`config.mk`:
```
export PLATFORM = sky130hd
export DESIGN_NAME = rtcRegMap
export DESIGN_NICKNAME = d
export VERILOG_FILES = /design/src/rtl/rtcMapPkg.sv /design/src/rtl/rtcMapCtrl.sv /design/src/rtl/rtcMapData.sv /design/src/rtl/rtcRegMap.sv
export SDC_FILE = /design/constraint.sdc
export NUM_CORES = 1
export LEC_CHECK = 0
export ABC_CLOCK_PERIOD_IN_PS = 4200
export CORE_UTILIZATION = 45
export DETAILED_ROUTE_END_ITERATION = 10
export DONT_BUFFER_PORTS = 1
export SLEW_MARGIN = 30
export SYNTH_ARGS = -nofsm -noshare
export SYNTH_HDL_FRONTEND = slang
export SYNTH_SLANG_ARGS = --single-unit
```
`constraint.sdc`:
```
create_clock -name clk -period 4.2 [get_ports clk]
set_clock_uncertainty 0.2 [all_clocks]
set_input_delay 0.63 -clock clk [delete_from_list [all_inputs] [get_ports clk]]
set_output_delay 0.63 -clock clk [all_outputs]
set_load 0.01 [all_outputs]
```
`src/rtl/rtcMapPkg.sv`:
```
package rtcMapPkg;

  localparam int DATA_W    = 8;
  localparam int ADDR_W    = 6;
  localparam int TIME_REGS = 7;
  localparam int CTRL_ADDR = 7;
  localparam int FIRST_RAM = 8;
  localparam int MAP_DEPTH = 1 << ADDR_W;
  localparam int RAM_DEPTH = MAP_DEPTH - FIRST_RAM;
  localparam logic [DATA_W-1:0] CTRL_MASK = 8'hB3;

  // Strobes that the control half hands to the datapath half.
  typedef struct packed {
    logic snap;    // copy live time into shadow bank
    logic wrClk;   // write toward a time field
    logic wrCtrl;  // write to the control register
    logic wrRam;   // write to general storage
    logic rdEn;    // capture read data
  } mapStrobe_t;

  // Bits of each time field that are allowed to be nonzero.
  function automatic logic [DATA_W-1:0] fieldMask(input int idx);
    case (idx)
      0:       fieldMask = 8'hFF;
      1:       fieldMask = 8'h7F;
      2:       fieldMask = 8'h7F;
      3:       fieldMask = 8'h07;
      4:       fieldMask = 8'h3F;
      5:       fieldMask = 8'h1F;
      6:       fieldMask = 8'hFF;
      default: fieldMask = CTRL_MASK;
    endcase
  endfunction

endpackage

```
`src/rtl/rtcMapCtrl.sv`:
```
module rtcMapCtrl
  import rtcMapPkg::*;
#(
  parameter int PTR_W    = ADDR_W,
  parameter int N_TIME   = TIME_REGS,
  parameter int CTRL_LOC = CTRL_ADDR
) (
  input  logic             clk,
  input  logic             rstN,
  input  logic             busStart,
  input  logic             busStop,
  input  logic             addrLoad,
  input  logic             wrStrobe,
  input  logic             rdStrobe,
  input  logic [PTR_W-1:0] rxAddr,
  output logic [PTR_W-1:0] ptr,
  output mapStrobe_t       strobes
);

  localparam logic [PTR_W-1:0] TIME_END = PTR_W'(N_TIME);
  localparam logic [PTR_W-1:0] CTRL_PTR = PTR_W'(CTRL_LOC);
  localparam logic [PTR_W-1:0] LAST_PTR = '1;

  logic doWrite;
  logic doRead;
  logic step;
  logic wrapNow;
  logic inTime;
  logic inCtrl;

  // Priority: address load, then write, then read.
  always_comb begin
    doWrite = wrStrobe && !addrLoad;
    doRead  = rdStrobe && !addrLoad && !wrStrobe;
    step    = doWrite || doRead;
    wrapNow = step && (ptr == LAST_PTR);
    inTime  = ptr < TIME_END;
    inCtrl  = ptr == CTRL_PTR;
  end

  always_ff @(posedge clk) begin
    if (!rstN) begin
      ptr <= '0;
    end else if (addrLoad) begin
      ptr <= rxAddr;
    end else if (step) begin
      ptr <= ptr + 1'b1;
    end
  end

  always_comb begin
    strobes.snap   = busStart || busStop || wrapNow;
    strobes.wrClk  = doWrite && inTime;
    strobes.wrCtrl = doWrite && inCtrl;
    strobes.wrRam  = doWrite && !inTime && !inCtrl;
    strobes.rdEn   = doRead;
  end

endmodule

```
`src/rtl/rtcMapData.sv`:
```
module rtcMapData
  import rtcMapPkg::*;
#(
  parameter int WORD_W   = DATA_W,
  parameter int PTR_W    = ADDR_W,
  parameter int N_TIME   = TIME_REGS,
  parameter int RAM_BASE = FIRST_RAM,
  parameter int N_RAM    = RAM_DEPTH,
  parameter int CTRL_LOC = CTRL_ADDR
) (
  input  logic                     clk,
  input  logic                     rstN,
  input  mapStrobe_t               strobes,
  input  logic [PTR_W-1:0]         ptr,
  input  logic [WORD_W-1:0]        wrData,
  input  logic [N_TIME*WORD_W-1:0] liveTime,
  output logic [WORD_W-1:0]        rdByte,
  output logic                     clkLoad,
  output logic [$clog2(N_TIME)-1:0] clkLoadIdx,
  output logic [WORD_W-1:0]        clkLoadData,
  output logic [WORD_W-1:0]        ctrlReg
);

  localparam int IDX_W  = $clog2(N_TIME);
  localparam int RAM_AW = $clog2(N_RAM);
  localparam logic [PTR_W-1:0] CTRL_PTR = PTR_W'(CTRL_LOC);
  localparam logic [PTR_W-1:0] TIME_END = PTR_W'(N_TIME);

  logic [WORD_W-1:0] shadow [N_TIME];
  logic [WORD_W-1:0] ram    [N_RAM];
  logic [RAM_AW-1:0] ramIdx;
  logic [WORD_W-1:0] timeVal;
  logic [WORD_W-1:0] wrMasked;
  logic [WORD_W-1:0] rdNext;

  // Shadow bank: one register per time field.
  for (genvar g = 0; g < N_TIME; g++) begin : gShadow
    always_ff @(posedge clk) begin
      if (!rstN) begin
        shadow[g] <= '0;
      end else if (strobes.snap) begin
        shadow[g] <= liveTime[g*WORD_W +: WORD_W];
      end
    end
  end

  always_comb begin
    ramIdx = RAM_AW'(ptr - PTR_W'(RAM_BASE));
  end

  // Masked shadow field and masked write data for the current pointer.
  always_comb begin
    timeVal  = '0;
    wrMasked = '0;
    for (int i = 0; i < N_TIME; i++) begin
      if (ptr == PTR_W'(i)) begin
        timeVal  = shadow[i] & fieldMask(i);
        wrMasked = wrData & fieldMask(i);
      end
    end
  end

  always_comb begin
    if (ptr < TIME_END) begin
      rdNext = timeVal;
    end else if (ptr == CTRL_PTR) begin
      rdNext = ctrlReg;
    end else begin
      rdNext = ram[ramIdx];
    end
  end

  always_ff @(posedge clk) begin
    if (strobes.wrRam) begin
      ram[ramIdx] <= wrData;
    end
  end

  always_ff @(posedge clk) begin
    if (!rstN) begin
      ctrlReg     <= '0;
      rdByte      <= '0;
      clkLoad     <= 1'b0;
      clkLoadIdx  <= '0;
      clkLoadData <= '0;
    end else begin
      if (strobes.wrCtrl) begin
        ctrlReg <= wrData & CTRL_MASK;
      end
      if (strobes.rdEn) begin
        rdByte <= rdNext;
      end
      clkLoad <= strobes.wrClk;
      if (strobes.wrClk) begin
        clkLoadIdx  <= ptr[IDX_W-1:0];
        clkLoadData <= wrMasked;
      end
    end
  end

endmodule

```
`src/rtl/rtcRegMap.sv`:
```
module rtcRegMap
  import rtcMapPkg::*;
(
  input  logic                        clk,
  input  logic                        rstN,
  input  logic                        busStart,
  input  logic                        busStop,
  input  logic                        addrLoad,
  input  logic                        wrStrobe,
  input  logic                        rdStrobe,
  input  logic [DATA_W-1:0]           rxByte,
  input  logic [TIME_REGS*DATA_W-1:0] liveTime,
  output logic [DATA_W-1:0]           rdByte,
  output logic                        clkLoad,
  output logic [$clog2(TIME_REGS)-1:0] clkLoadIdx,
  output logic [DATA_W-1:0]           clkLoadData,
  output logic                        outLevel,
  output logic                        oscStopFlag,
  output logic                        sqwEnable,
  output logic [1:0]                  sqwRate
);

  logic [ADDR_W-1:0] ptr;
  mapStrobe_t        strobes;
  logic [DATA_W-1:0] ctrlReg;

  rtcMapCtrl #(
    .PTR_W   (ADDR_W),
    .N_TIME  (TIME_REGS),
    .CTRL_LOC(CTRL_ADDR)
  ) ctrlI (
    .clk     (clk),
    .rstN    (rstN),
    .busStart(busStart),
    .busStop (busStop),
    .addrLoad(addrLoad),
    .wrStrobe(wrStrobe),
    .rdStrobe(rdStrobe),
    .rxAddr  (rxByte[ADDR_W-1:0]),
    .ptr     (ptr),
    .strobes (strobes)
  );

  rtcMapData #(
    .WORD_W  (DATA_W),
    .PTR_W   (ADDR_W),
    .N_TIME  (TIME_REGS),
    .RAM_BASE(FIRST_RAM),
    .N_RAM   (RAM_DEPTH),
    .CTRL_LOC(CTRL_ADDR)
  ) dataI (
    .clk        (clk),
    .rstN       (rstN),
    .strobes    (strobes),
    .ptr        (ptr),
    .wrData     (rxByte),
    .liveTime   (liveTime),
    .rdByte     (rdByte),
    .clkLoad    (clkLoad),
    .clkLoadIdx (clkLoadIdx),
    .clkLoadData(clkLoadData),
    .ctrlReg    (ctrlReg)
  );

  always_comb begin
    outLevel    = ctrlReg[7];
    oscStopFlag = ctrlReg[5];
    sqwEnable   = ctrlReg[4];
    sqwRate     = ctrlReg[1:0];
  end

endmodule

```
==> impl_results.md, run 1 <==
* Unrepaired setup endpoints after global routing: no
* Post-CTS repair timing setup buffer count at 0
* Nets at 1,457
* Simple-Gate Fraction of Synth Area at 6.70%
* Vias at 12,400
* Routed WL per cell at 28.8 um
* Library cells used by synthesis at 64
* Overflow after GRT at 0
* Final Cycle Share at 87.1%
* Internal power at 0.00853 W
* Complex-gate fraction of the synthesized area at 8.65%
* DP Worst Slack at 0.637 ns
* Max-slew violation count at 0
* Initial antenna violation count at 1
* Critical setup path kind: register to register
* Hold crit path type: input port to register
* FILL cells at 3,834
* Clk network pwr share at 40.0%
* Port bufs at 0
* Syn Area/Cell at 16.3 um^2
* Worst VDD drop at 0.000424 V
* Max Root-Sink Buffers at 3
* Top post-synthesis cells by area: edfxtp_1 70%, mux4_2 5.2%, dfxtp_1 2.9%, a221oi_1 2.1%, mux2_2 2.0%
* Most frequent cell after synthesis: edfxtp_1
* Max H-tree Level at 2
* First drt pass iteration count at 5
* Post-synth top cells: 492 x edfxtp_1, 90 x nor2_1, 75 x nand2_1
* Post-layout min period at 3.66 ns
* Initial drt markers at 1,473
* Setup tns final at 0 ns
* Comb power frac at 7.6%
* Starting Density at 45.6%
* ANT cells at 0
* Post-synthesis sequential area ratio at 72.7%
* Outcome: finished, final reports clean
* Worst Path Buf+Inv at 1
* Yosys warns at 0
* Clk sinks at 523
* Post-Synthesis Cells at 1,301
* Synth async-reset ratio at 0%
* DIE HEIGHT at 219 um
* Full die area at 0.0479 mm^2
* #FFs+latches synth at 523
* Worst skew pair latency at 0.61 ns
* Switching power at 0.00255 W
* Root Buffer: clkbuf_16
* Final hold vios at 0
* HPWL after DPL at 35,400 um
* CP Max Fanout at 20
* Post-synthesis mux area share at 8.97%
* Required @ worst endpoint at 4.53 ns
* Slew margin rel. at 42.2%
* Ys flop type: edfxtp_1
* Delay-heaviest family, CP: compound AO/OA/AOI/OAI gates
* Pwr dens at 459 mW/mm^2
* Area Growth Syn to Fin at 14.1%
* Chip Width at 219 um
* DRC viols at 0
* Post-synthesis adder-cell area fraction at 0.355%
* Setup-failing EPs final at 0
* CP cell instances: inv_1 -> ha_1 -> nor2b_1 -> a22oi_1 -> o21ai_0 -> a21oi_1 -> o21ai_0 -> o221ai_1 -> a21oi_1
* Vias in the first global route at 12,200
* Cell row count at 79
* TritonCTS clock tree: built
* LEAKAGE at 7.80 nW
* Clock Pin Slew Worst Setup and Hold Paths at 0.06 ns
* RePlAce Congestion at 0.914
* Total track usage at 24.8%
* R2R setup slack at 0.54 ns
* Num CTS Buffers at 52
* Largest family of logic cells by synthesized area: multiplexers
* Largest net degree at the start of global routing at 57
* Number of I/O pins at 96
* Vias/cell at 6.13
* Sequential power share at 52.4%
* Critical path arrival at 3.99 ns
* FMAX at 273 MHz
* Number of synthesized flops with an enable pin at 492
* Core area at 0.0465 mm^2
* Max-Cap Viols at 0
* Post-synthesis instance area at 0.0212 mm^2
* Post-synth top area share at 69.8%
* Switching Share at 23.0%
* Slew @ Worst Pin at 0.863 ns
* Xor and xnor fraction of the mapped netlist area at 0.361%
* CP Capture Type: register
* Startpoint Class: register
* Net Count, Synth at 1,378
* CP max stage cell: nor2b_1
* Global-route wire length before repair at 84,800 um
* Ratio of cells with drive above 1 in the final layout at 19.8%
* PnR worst setup slack at 0.543 ns
* Routed wire length at 58,400 um
* Synth area leader: edfxtp_1
* Max stage delay on crit path at 0.65 ns
* Antenna viol nets, final at 0
## cells in the final DEF (no fill, tap or decap), types with 13 or more instances in the layout
cell	n
nor2_1	89
a21oi_1	32
clkbuf_16	53
nand2_1	74
edfxtp_1	492
nand3_1	20
nor2b_1	16
a31oi_1	13
o22ai_1	21
and2_1	56
buf_4	90
a221oi_1	51
o21ai_0	35
mux2_2	38
a22oi_1	39
dfxtp_1	28
mux4_2	49
clkinv_1	15
mux2i_1	33
## repair_timing
| item | 4_1_cts | 5_1_grt |
|---|---|---|
| endpoints found under the hold margin | 478 | 0 |
| resized for setup | 0 | 0 |
| hold buffers | 16 | 0 |
## registers in the layout, summed over array words and instances, names as in the netlist
name,count
ctrlI.ptr,6
dataI.clkLoad,1
dataI.clkLoadData,8
dataI.clkLoadIdx,3
dataI.ctrlReg,5
dataI.ram,448
dataI.rdByte,8
dataI.shadow,44
## worst paths after layout
path | end | start | depth (start not counted)
setup / recovery | dataI.rdByte[3] | ctrlI.ptr[1] | 9
setup reg to reg | dataI.rdByte[3] | ctrlI.ptr[1] | 9
hold / removal | dataI.clkLoadData[0] | rxByte[0] | 2
hold reg to reg | dataI.clkLoadData[7] | dataI.clkLoadData[7] | 2
## through the flow
stage	total power, W	utilization [%]	hold WS [ns]	instances	instance area (um^2)
floorplan	0.00637	-	0.285	1301	21200
global placement	0.00663	47.9	0.301	1917	22200
detailed placement	0.00664	47.9	0.310	1917	22300
CTS	0.0111	52.0	0.00451	2030	24200
global route	0.0114	52.0	0.0164	2030	24200
finish	0.0111	52.0	0.0258	2030	24200
## layer usage
metal  vias to the layer above  share of wire, %  routed length [um]  track usage, %
li1                       5341                 -                   -               -
met1                      6405                43               25100            36.4
met2                       594                46               26700            37.3
met3                        94               8.9                5190            4.67
met4                         0               2.5                1450            7.52
met5                         -                 0                   0               0
## power by group through the flow
stage / clock, W / sequential [W] / combinational [W]
after CTS: 0.00447 / 0.00581 / 0.000833
final: 0.00443 / 0.00581 / 0.000839
after global placement: 0 / 0.00592 / 0.000712
after global routing: 0.00468 / 0.00581 / 0.000887
after floorplan: 0 / 0.00588 / 0.000491
after detailed placement: 0 / 0.00592 / 0.000716
## final cells by class
class                   instances  area (um^2)  share of cell area (%)
well taps                     607          759                    3.14
flip-flops and latches        523        15400                    63.8
multi-input cells             687         5330                    22.1
repair buffers                109         1030                    4.27
clock buffers                  67         1410                    5.83
inverters                       7         26.3                   0.109
clock inverters                30          191                   0.793
## logic make-up (layout without fill, tap and decap cells)
| logic type | count (synthesis) | in the layout |
|---|---|---|
| mux | 123 | 123 |
| flops | 523 | 523 |
| xor+xnor | 7 | 7 |
| fa+ha+maj | 6 | 6 |
| compound gates | 254 | 254 |
| buf+inv | 91 | 213 |
| simple gates | 297 | 297 |
No activity file was read; power rests on OpenSTA's default activity.
==> inputs of run 2 (changes only) <==
Settings changed: MAX_ROUTING_LAYER set to met4.
==> run 2 against run 1 <==
Compared with the run above:
- cell area barely moved
- non-clock buffer count unchanged
- sequential share of layout area about the same
- final cell count barely moved
- via count about the same
- sequential power about the same
- global-route usage up 0.77 points
- combinational power about the same
- routed wire length shrank 0.14%
- core utilization barely moved
- clock power about the same
- critical endpoint unchanged
- largest power group unchanged
==> impl_results.md, run 2 (synthesis gave the netlist of run 1 again) <==
* Multi-input gate area in the final layout at 0.00533 mm^2 (unchanged)
* CP max stage cell: nor2b_1
* RePlAce Congestion at 0.932 (+1.9%)
* Setup tns final at 0 ns (unchanged)
* Vias in the first global route at 12,100 (-0.53%)
* Max H-tree Level at 2 (unchanged)
* Sequential power share at 52.5% (about the same)
* Starting Density at 45.6% (unchanged)
* DRC viols at 0 (unchanged)
* Ratio of cells with drive above 1 in the final layout at 19.8% (unchanged)
* Final Cycle Share at 86.4% (-0.71 points)
* Root Buffer: clkbuf_16
* HPWL after DPL at 35,400 um (unchanged)
* Nets at 1,457 (unchanged)
* Largest register FFs at 448 (unchanged)
* Initial drt markers at 1,562 (+6.0%)
* Critical setup path kind: register to register
* TritonCTS clock tree: built
* First drt pass iteration count at 5 (unchanged)
* Largest net degree at the start of global routing at 57 (unchanged)
* Full die area at 0.0479 mm^2 (unchanged)
* Post-layout min period at 3.63 ns (-0.0299 ns)
* CP cell instances: inv_1 -> ha_1 -> nor2b_1 -> a22oi_1 -> o21ai_0 -> a21oi_1 -> o21ai_0 -> o221ai_1 -> a21oi_1
* Outcome: finished, final reports clean
* Total track usage at 25.5% (+0.77 points)
* Sequential cell area at 0.0154 mm^2 (unchanged)
* Clk network pwr share at 40.0% (about the same)
* Clock Pin Slew Worst Setup and Hold Paths at 0.06 ns (about the same)
* CP Max Fanout at 20 (unchanged)
* Switching power at 0.00254 W (-0.24%)
* Hold crit path type: input port to register
* Worst VDD drop at 0.000422 V (-0.63%)
* Routed wire length at 58,300 um (-0.14%)
* Critical path arrival at 3.96 ns (-0.03 ns)
* Core area at 0.0465 mm^2 (unchanged)
* FMAX at 276 MHz (+0.82%)
* Routed WL per cell at 28.7 um (-0.24%)
* Vias/cell at 6.13 (about the same)
* Antenna viol nets, final at 0 (unchanged)
* Slew margin rel. at 39.8% (-2.5 points)
* Core Util, Final at 52.0% (about the same)
* Chip Width at 219 um (unchanged)
* Internal power at 0.00853 W (about the same)
* Cell row count at 79 (unchanged)
* Clk sinks at 523 (unchanged)
* Max Root-Sink Buffers at 3 (unchanged)
* DIE HEIGHT at 219 um (unchanged)
* Largest reg by FF count: dataI.ram
* Overflow after GRT at 0 (unchanged)
* Comb power frac at 7.6% (about the same)
* CP Capture Type: register
* Final hold vios at 0 (unchanged)
* Number of I/O pins at 96 (unchanged)
* Startpoint Class: register
* Most frequent cells in the layout: 492 x edfxtp_1, 90 x buf_4, 89 x nor2_1
* Num CTS Buffers at 52 (unchanged)
* Global-route wire length before repair at 84,800 um (about the same)
* FILL cells at 3,835 (+0.026%)
* Vias at 12,400 (+0.097%)
* Post-CTS repair timing setup buffer count at 0 (unchanged)
* Required @ worst endpoint at 4.53 ns (about the same)
* Slew @ Worst Pin at 0.900 ns (+0.0368 ns)
* Switching Share at 23.0% (-0.042 points)
* LEAKAGE at 7.80 nW (about the same)
* Most common cell after layout, fill and taps aside: edfxtp_1
* Max-slew violation count at 0 (unchanged)
* Port bufs at 0 (unchanged)
* Setup-failing EPs final at 0 (unchanged)
* Max-Cap Viols at 0 (unchanged)
* Initial antenna violation count at 1 (unchanged)
* Max stage delay on crit path at 0.66 ns (about the same)
* Regs by FF count: dataI.ram x448, dataI.shadow x44
* Unrepaired setup endpoints after global routing: no
* Pwr dens at 458 mW/mm^2 (about the same)
* Worst skew pair latency at 0.61 ns (about the same)
* Area Growth Syn to Fin at 14.1% (about the same)
* Power Total at 0.0111 W (about the same)
[run 2: area by class of cell]
class,count,area share [%]
sequential,523,63.8
multi-input combinational,687,22.1
clock buffer,67,5.83
timing repair buffer,109,4.27
tap,607,3.14
clock inverter,30,0.793
inverter,7,0.109
antenna,2,0.0207
[run 2: repair_timing]
item | in CTS | in global routing
endpoints found under the hold margin | 478 | 0
resized for setup | 0 | 0
hold buffers | 16 | 0
[run 2: power groups by stage]
stage	clock network [W]	registers, W	logic, W
detailed placement	0	0.00592	0.000716
global route	0.00468	0.00581	0.000888
CTS	0.00447	0.00581	0.000833
floorplan	0	0.00588	0.000491
finish	0.00443	0.00581	0.000838
global placement	0	0.00592	0.000712
[run 2: path summary, 6_finish.rpt]
path	start	end	slack, ns	cells after the start
setup / recovery	ctrlI.ptr[1]	dataI.rdByte[3]	0.57	9
hold / removal	rxByte[0]	dataI.clkLoadData[0]	0.02	2
setup reg to reg	ctrlI.ptr[1]	dataI.rdByte[3]	0.57	9
hold reg to reg	dataI.clkLoadData[7]	dataI.clkLoadData[7]	0.31	2
[run 2: worst max-delay path, delay by kind of cell, from the launching register on]
kind	cells	cell delay [ns]
AO/OA/AOI/OAI	6	1.33
buffers and inverters	1	0.34
adder cells (fa/ha/maj)	1	0.57
flip-flops	1	0.45
AND/OR/NAND/NOR	1	0.66
[run 2: stage by stage]
step	instance area, um^2	cells	setup slack (ns)	hold WS [ns]
after floorplan	21200	1301	1.17	0.285
after global placement	22200	1917	0.731	0.301
after detailed placement	22300	1917	0.637	0.310
after CTS	24200	2030	0.531	0.00451
after global routing	24200	2031	0.450	0.0163
final	24200	2032	0.572	0.0219
[run 2: metal layers]
metal	routed length [um]	GRT usage (%)	share of wire, %	vias to the layer above
met5	0	-	0	-
met4	1460	7.50	2.5	0
met3	5310	4.57	9.1	107
met2	26600	37.2	46	610
met1	25000	36.6	43	6382
li1	-	-	-	5347
